==> config.mk <==
export PLATFORM = sky130hd
export DESIGN_NAME = hz_fwd_unit
export DESIGN_NICKNAME = d
export VERILOG_FILES = /design/src/rtl/hz_pkg.sv /design/src/rtl/hz_ex_fwd.sv /design/src/rtl/hz_br_fwd.sv /design/src/rtl/hz_stall.sv /design/src/rtl/hz_fwd_unit.sv
export SDC_FILE = /design/constraint.sdc
export NUM_CORES = 1
export LEC_CHECK = 0
export ABC_AREA = 1
export CAP_MARGIN = 15
export CORE_MARGIN = 2
export CORE_UTILIZATION = 35
export DETAILED_ROUTE_END_ITERATION = 12
export PLACE_DENSITY = 0.86
export SYNTH_ARGS = -nofsm -noshare
export SYNTH_HDL_FRONTEND = slang
export SYNTH_SLANG_ARGS = --single-unit
export TNS_END_PERCENT = 5
==> constraint.sdc <==
create_clock -name vclk -period 2.1
set_input_delay 0.315 -clock vclk [all_inputs]
set_output_delay 0.315 -clock vclk [all_outputs]
set_load 0.01 [all_outputs]
==> src/rtl/hz_pkg.sv <==
package hz_pkg;
  typedef enum logic [1:0] {
    FSEL_RF  = 2'b00,
    FSEL_WB  = 2'b01,
    FSEL_MEM = 2'b10
  } fsel_e;
endpackage

==> src/rtl/hz_ex_fwd.sv <==
// Execute-stage operand select for one operand; memory stage wins.
module hz_ex_fwd #(
  parameter int REG_IDX_W = 5
) (
  input  logic [REG_IDX_W-1:0] src,
  input  logic [REG_IDX_W-1:0] mem_dst,
  input  logic                 mem_wen,
  input  logic [REG_IDX_W-1:0] wb_dst,
  input  logic                 wb_wen,
  output logic [1:0]           sel
);
  import hz_pkg::*;
  localparam logic [REG_IDX_W-1:0] ZERO_IDX = '0;

  logic mem_hit, wb_hit;
  assign mem_hit = mem_wen && (mem_dst != ZERO_IDX) && (mem_dst == src);
  assign wb_hit  = wb_wen  && (wb_dst  != ZERO_IDX) && (wb_dst  == src);

  always_comb begin
    if (mem_hit)     sel = FSEL_MEM;
    else if (wb_hit) sel = FSEL_WB;
    else             sel = FSEL_RF;
  end
endmodule

==> src/rtl/hz_br_fwd.sv <==
// Branch comparator select: only a non-load result held after execute.
module hz_br_fwd #(
  parameter int REG_IDX_W = 5
) (
  input  logic [REG_IDX_W-1:0] src,
  input  logic [REG_IDX_W-1:0] mem_dst,
  input  logic                 mem_wen,
  input  logic                 mem_is_load,
  output logic                 hit
);
  localparam logic [REG_IDX_W-1:0] ZERO_IDX = '0;
  assign hit = mem_wen && !mem_is_load && (mem_dst != ZERO_IDX) && (mem_dst == src);
endmodule

==> src/rtl/hz_stall.sv <==
// Stall decision over all decode sources.
module hz_stall #(
  parameter int REG_IDX_W = 5,
  parameter int NUM_SRC   = 2
) (
  input  logic [NUM_SRC-1:0][REG_IDX_W-1:0] id_src,
  input  logic                              id_is_branch,
  input  logic [REG_IDX_W-1:0]              ex_dst,
  input  logic                              ex_wen,
  input  logic                              ex_is_load,
  input  logic [REG_IDX_W-1:0]              mem_dst,
  input  logic                              mem_wen,
  input  logic                              mem_is_load,
  output logic                              stall
);
  localparam logic [REG_IDX_W-1:0] ZERO_IDX = '0;

  logic ex_live, mem_load_live;
  logic [NUM_SRC-1:0] ex_match, mem_match;

  assign ex_live       = ex_wen && (ex_dst != ZERO_IDX);
  assign mem_load_live = mem_wen && mem_is_load && (mem_dst != ZERO_IDX);

  for (genvar s = 0; s < NUM_SRC; s++) begin : g_src
    assign ex_match[s]  = ex_live       && (id_src[s] == ex_dst);
    assign mem_match[s] = mem_load_live && (id_src[s] == mem_dst);
  end

  logic load_use, br_on_ex, br_on_mem_load;
  assign load_use       = ex_is_load && (|ex_match);
  assign br_on_ex       = id_is_branch && !ex_is_load && (|ex_match);
  assign br_on_mem_load = id_is_branch && (|mem_match);
  assign stall          = load_use || br_on_ex || br_on_mem_load;
endmodule

==> src/rtl/hz_fwd_unit.sv <==
module hz_fwd_unit #(
  parameter int REG_IDX_W = 5
) (
  input  logic [REG_IDX_W-1:0] id_src_a,
  input  logic [REG_IDX_W-1:0] id_src_b,
  input  logic                 id_is_branch,
  input  logic                 id_br_taken,
  input  logic [REG_IDX_W-1:0] ex_src_a,
  input  logic [REG_IDX_W-1:0] ex_src_b,
  input  logic [REG_IDX_W-1:0] ex_dst,
  input  logic                 ex_wen,
  input  logic                 ex_is_load,
  input  logic [REG_IDX_W-1:0] mem_dst,
  input  logic                 mem_wen,
  input  logic                 mem_is_load,
  input  logic [REG_IDX_W-1:0] wb_dst,
  input  logic                 wb_wen,
  output logic [1:0]           ex_sel_a,
  output logic [1:0]           ex_sel_b,
  output logic                 br_sel_a,
  output logic                 br_sel_b,
  output logic                 pc_hold,
  output logic                 ifid_hold,
  output logic                 idex_bubble,
  output logic                 ifid_flush
);
  localparam int NUM_SRC = 2;

  logic [NUM_SRC-1:0][REG_IDX_W-1:0] id_src_v, ex_src_v;
  logic [NUM_SRC-1:0][1:0]           ex_sel_v;
  logic [NUM_SRC-1:0]                br_sel_v;
  logic                              stall;

  assign id_src_v = {id_src_b, id_src_a};
  assign ex_src_v = {ex_src_b, ex_src_a};

  for (genvar s = 0; s < NUM_SRC; s++) begin : g_op
    hz_ex_fwd #(.REG_IDX_W(REG_IDX_W)) ex_fwd_i (
      .src     (ex_src_v[s]),
      .mem_dst (mem_dst),
      .mem_wen (mem_wen),
      .wb_dst  (wb_dst),
      .wb_wen  (wb_wen),
      .sel     (ex_sel_v[s])
    );
    hz_br_fwd #(.REG_IDX_W(REG_IDX_W)) br_fwd_i (
      .src         (id_src_v[s]),
      .mem_dst     (mem_dst),
      .mem_wen     (mem_wen),
      .mem_is_load (mem_is_load),
      .hit         (br_sel_v[s])
    );
  end

  hz_stall #(.REG_IDX_W(REG_IDX_W), .NUM_SRC(NUM_SRC)) stall_i (
    .id_src       (id_src_v),
    .id_is_branch (id_is_branch),
    .ex_dst       (ex_dst),
    .ex_wen       (ex_wen),
    .ex_is_load   (ex_is_load),
    .mem_dst      (mem_dst),
    .mem_wen      (mem_wen),
    .mem_is_load  (mem_is_load),
    .stall        (stall)
  );

  assign ex_sel_a    = ex_sel_v[0];
  assign ex_sel_b    = ex_sel_v[1];
  assign br_sel_a    = br_sel_v[0];
  assign br_sel_b    = br_sel_v[1];
  assign pc_hold     = stall;
  assign ifid_hold   = stall;
  assign idex_bubble = stall;
  assign ifid_flush  = id_is_branch && id_br_taken && !stall;
endmodule

Word-level counts from Yosys, hierarchy flattened
Index checks and enable logic that the tools add are counted.
Storage, ports and cells
  bits in registers: 0
  word-level logic and storage cells: 47
  output and inout bits: 10
  input bits: 42
Operators by class
  equality and inequality tests: 10
  reduce and logical (&&, ||, !) cells: 33
  multiplexer cells: 4
Operators by type and width (count)
  == test 5 bit: 10
  logical AND 1 bit: 23
  nonzero test 5 bit: 3
  two-way mux 2 bit: 2
  OR reduction 2 bit: 2
  logical NOT 1 bit: 3
  logical OR 1 bit: 2
  two-way mux 1 bit: 2

Logic depth before layout (Yosys ltp)
  word-level depth: 9
  depth in mapped cells: 10
  depth with buffers taken out: 9

Hierarchy
Synthesis repeated with hierarchy kept, for this count alone.
Second synthesis, totals
  cell total of the unflattened synthesis: 261
  area total of the unflattened synthesis: 1098.6 um^2
By module, submodules not included
  hz_ex_fwd: instances 2, cells each 51, seq. area each 0.0 um^2, area each 221.5 um^2
  hz_stall: instances 1, cells each 93, seq. area each 0.0 um^2, area each 390.4 um^2
  hz_br_fwd: instances 2, cells each 31, seq. area each 0.0 um^2, area each 120.1 um^2
  hz_fwd_unit: instances 1, cells each 4, seq. area each 0.0 um^2, area each 25.0 um^2

Worst setup path after synthesis
Ideal clock, no wire load.
  path type: input to output
  from: input mem_dst[4]
  to: output ifid_hold
  arrival time: 1.128 ns
  stages on the path: 10
  setup slack: 0.657 ns
  cells stage by stage: buf_4 clkinv_1 nand2_1 nand2_1 nor2_1 nand3_1 nand2_1 nand2_1 nand2_2 buf_4
On the way
  cells in the longest elaborated chain, start to end: 6
  elaborated cells between the ends (all ways): 9
  those cells by class: 2 x eq/ne; 7 x reduce/logical
RTL lines
  from (decl): RTL line hz_fwd_unit.sv:13  | input logic [REG_IDX_W-1:0] mem_dst,
  nonzero test 5 bit: RTL line hz_stall.sv:22  | assign mem_load_live = mem_wen && mem_is_load && (mem_dst != ZERO_IDX);
  logical AND 1 bit: RTL line hz_stall.sv:22
  logical AND 1 bit: RTL line hz_stall.sv:26  | assign mem_match[s] = mem_load_live && (id_src[s] == mem_dst);
  OR reduction 2 bit (*): RTL line hz_stall.sv:32  | assign br_on_mem_load = id_is_branch && (|mem_match);
  logical AND 1 bit (*): RTL line hz_stall.sv:32
  logical OR 1 bit (*): RTL line hz_stall.sv:33  | assign stall = load_use || br_on_ex || br_on_mem_load;
  to (decl): RTL line hz_fwd_unit.sv:23  | output logic ifid_hold,
Every way passes the cells marked *; elsewhere a longest branch is shown, timed or not.

Worst setup path after layout
  from: input ex_src_a[0]
  to: output ex_sel_a[1]
On the way
  cells in the longest elaborated chain, start to end: 3
RTL lines
  from (decl): RTL line hz_fwd_unit.sv:8  | input logic [REG_IDX_W-1:0] ex_src_a,
  == test 5 bit: RTL line hz_ex_fwd.sv:16  | assign mem_hit = mem_wen && (mem_dst != ZERO_IDX) && (mem_dst == src);
  logical AND 1 bit: RTL line hz_ex_fwd.sv:16
  two-way mux 2 bit: RTL line hz_ex_fwd.sv:20  | if (mem_hit) sel = FSEL_MEM;
  to (decl): RTL line hz_fwd_unit.sv:18  | output logic [1:0] ex_sel_a,
Every way passes these cells.

==> results.rst <==
.. list-table::
   :header-rows: 1

   * - Metric
     - Value
   * - Routability congestion estimate from global placement
     - 0.780
   * - Proportion of synthesized chip area in sequential cells
     - 0%
   * - Critical Path End Type
     - primary output
   * - Pwr per Cell Area
     - around 180 nW/um^2
   * - Worst endpoint required time
     - 1.78 ns
   * - Hold-fix buffer count after cts
     - 0
   * - Final Max Slew Viols
     - 0
   * - Area growth from synthesis to layout
     - 78.0%
   * - GRT overflow
     - 0
   * - Static leakage power
     - 0.749 nW
   * - Peak supply drop
     - 0.0894 mV
   * - Hold-critical path endpoint
     - ex_sel_b[1]
   * - Critical Path AT
     - 1.71 ns
   * - Post-synth top area cell
     - sky130_fd_sc_hd__nand2_1
   * - Number of nets produced by synthesis
     - 184
   * - Number of antenna violations at the first check in global routing
     - 0
   * - Hold path cells
     - 6
   * - Gate Count Post-Synth
     - 142
   * - Placement row count
     - 16
   * - Placed cell areas
     - about 1300 sq um
   * - Global-route wire length before repair
     - 3.73 mm
   * - Clock buffers
     - 0
   * - DRT iter0 DRCs
     - 19
   * - Via count of the first global-routing pass
     - 908
   * - Worst-path maximum fanout
     - 2
   * - Antenna viol nets, final
     - 0
   * - Crit-path cells
     - clkdlybuf4s50_1 > xnor2_1 > nand4_1 > nor3_2 > buf_4 > dlygate4sd2_1
   * - Min Hold Slack
     - 1.26 ns
   * - Critical path class
     - in2out
   * - Port Buffer Count
     - 52
   * - Number of distinct library cells after synthesis
     - 19
   * - Cell types occupying the most area after synthesis
     - sky130_fd_sc_hd__nand2_1, sky130_fd_sc_hd__xnor2_1, sky130_fd_sc_hd__xor2_1, sky130_fd_sc_hd__inv_1, sky130_fd_sc_hd__nor2_1
   * - Max_slew headroom
     - 85.0%
   * - CP startpoint kind
     - input pin
   * - Run status
     - finished, final reports clean
   * - Summed instance area of the synthesized netlist
     - 751 sq um
   * - Setup violations, final
     - 0
   * - Launch point of the worst hold path
     - mem_dst[2]
   * - Largest net degree at the start of global routing
     - 6
   * - Commonest cells after routing, fill and taps aside
     - sky130_fd_sc_hd__nand2_1, sky130_fd_sc_hd__clkdlybuf4s50_1, sky130_fd_sc_hd__inv_1
   * - Most common cell after layout, fill and taps aside
     - sky130_fd_sc_hd__nand2_1
   * - Average wire per cell in the routed design
     - approximately 11 um
   * - Fraction of layout instances using a drive strength above 1
     - 14.1%
   * - Max frequency
     - 493 MHz
   * - Min Clock Period, post-route
     - between 2 and 2.5 ns
   * - Vias
     - between 1,000 and 1,500
   * - I/O Pins
     - 52
   * - Count of nets after finishing
     - 243
   * - Vertical extent of the die
     - 50.3 um
   * - Via-to-Cell Ratio
     - around 4.5
   * - Total routing usage reported by global routing
     - 18.0%
   * - Final number of hold-violating endpoints
     - 0
   * - Max-cap viol count
     - 0
   * - Placed wire-length estimate
     - 2.13 mm
   * - Final instance area
     - 1340 sq um
   * - Synthesized area divided by synthesized cell count
     - 5.29 sq um
   * - Remaining design rule violation count
     - 0
   * - Overall die width
     - ~50 um
   * - Number of warnings printed during yosys synthesis
     - 0
   * - Antenna diodes
     - 0
   * - Number of optimization iterations in the first detailed-route pass
     - 5
   * - Slew at the pin with the worst max-slew slack
     - 0.223 ns
   * - Final cycle utilization of the critical path
     - just under 100%
   * - Die area
     - 2530 sq um
   * - Maximum single-stage delay on the critical path
     - 0.52 ns
   * - Hold crit path type
     - in2out
   * - Detailed Route WL
     - 2.46 mm
   * - Area taken by flip-flops and latches
     - 0 sq um
   * - Fraction of post-synthesis cell area in the top cell type by area
     - between 20% and 30%
   * - Core box area
     - ~2000 sq um
   * - Setup TNS after final layout
     - 0 ns
   * - Effective utilization at floorplan
     - a little under two fifths
   * - Final sequential cell count
     - 0
   * - Total power consumption of the routed design
     - 245 uW
   * - Critical-path cell with the highest stage delay
     - sky130_fd_sc_hd__clkdlybuf4s50_1
## repair_timing
action / 4_1_cts / 5_1_grt
pin swaps: 0 / 1
setup buffers: 0 / 1
endpoints found under the setup margin: 10 / 9
gates resized for setup: 10 / 17
## critical path: cells and delay by family
kind,cells,cell delay (ns)
buffers and inverters,3,0.92
xor gates and xnor gates,1,0.14
and+or+nand+nor,2,0.34
## cells in the mapped netlist
library cell               number
sky130_fd_sc_hd__buf_4          6
sky130_fd_sc_hd__buf_6          1
sky130_fd_sc_hd__clkinv_1       2
sky130_fd_sc_hd__inv_1         17
sky130_fd_sc_hd__inv_2          2
sky130_fd_sc_hd__nand2_1       52
sky130_fd_sc_hd__nand2_2        2
sky130_fd_sc_hd__nand3_1        4
sky130_fd_sc_hd__nand3_2        1
sky130_fd_sc_hd__nand4_1        5
sky130_fd_sc_hd__nor2_1        15
sky130_fd_sc_hd__nor2_2         2
sky130_fd_sc_hd__nor3_1         4
sky130_fd_sc_hd__nor3_2         1
sky130_fd_sc_hd__o211ai_1       1
sky130_fd_sc_hd__o21ai_0        1
sky130_fd_sc_hd__o21ai_4        1
sky130_fd_sc_hd__xnor2_1       15
sky130_fd_sc_hd__xor2_1        10
## kinds of logic (layout without fill, tap and decap cells)
family / after synthesis / count (layout) / synth area share, %
and+or+nand+nor: 86 / 86 / 49.0
xor gates and xnor gates: 25 / 25 / 29.2
buffers and inverters: 28 / 85 / 18.0
AOI/OAI and AO/OA: 3 / 3 / 3.83
## how the worst max path moves through the flow
stage / startpoint / endpoint / slack, ns / cells after the start
6_report: ex_src_a[0] / ex_sel_a[1] / 0.07 / 6
5_1_grt: mem_dst[4] / ifid_flush / -0.003 / 11
4_1_cts: mem_dst[3] / ex_sel_b[0] / -0.22 / 8
3_5_place_dp: mem_dst[1] / pc_hold / -0.28 / 10
3_3_place_gp: mem_dst[1] / br_sel_b / -0.22 / 8
2_1_floorplan: mem_dst[4] / ifid_hold / 0.66 / 10
## cell type report
class	instances	area (sq um)
fill	180	666
inverter	21	78.8
multi-input combinational	114	623
tap	27	33.8
timing repair buffer	64	601
## metal layers
metal  track usage (%)  share of wire [%]
met1              23.5                 43
met2              34.6                 53
met3             0.298                3.8
met4                 0                  0
met5                 0                  0
## report_power, final
group / internal, mW / switching [mW] / leakage (nW) / total, mW
combinational: 0.137 / 0.108 / 0.749 / 0.245
clock: 0 / 0 / 0 / 0
sequential: 0 / 0 / 0 / 0
total: 0.137 / 0.108 / 0.749 / 0.245
## per-stage QoR
step	cells	setup WS (ns)	util, %
after floorplan	142	0.657	-
after global placement	225	-0.221	66.5
after detailed placement	225	-0.283	66.5
after CTS	225	-0.222	66.1
after global routing	226	-0.00266	66.8
final	226	0.0731	66.8
No activity file was read; power rests on OpenSTA's default activity.
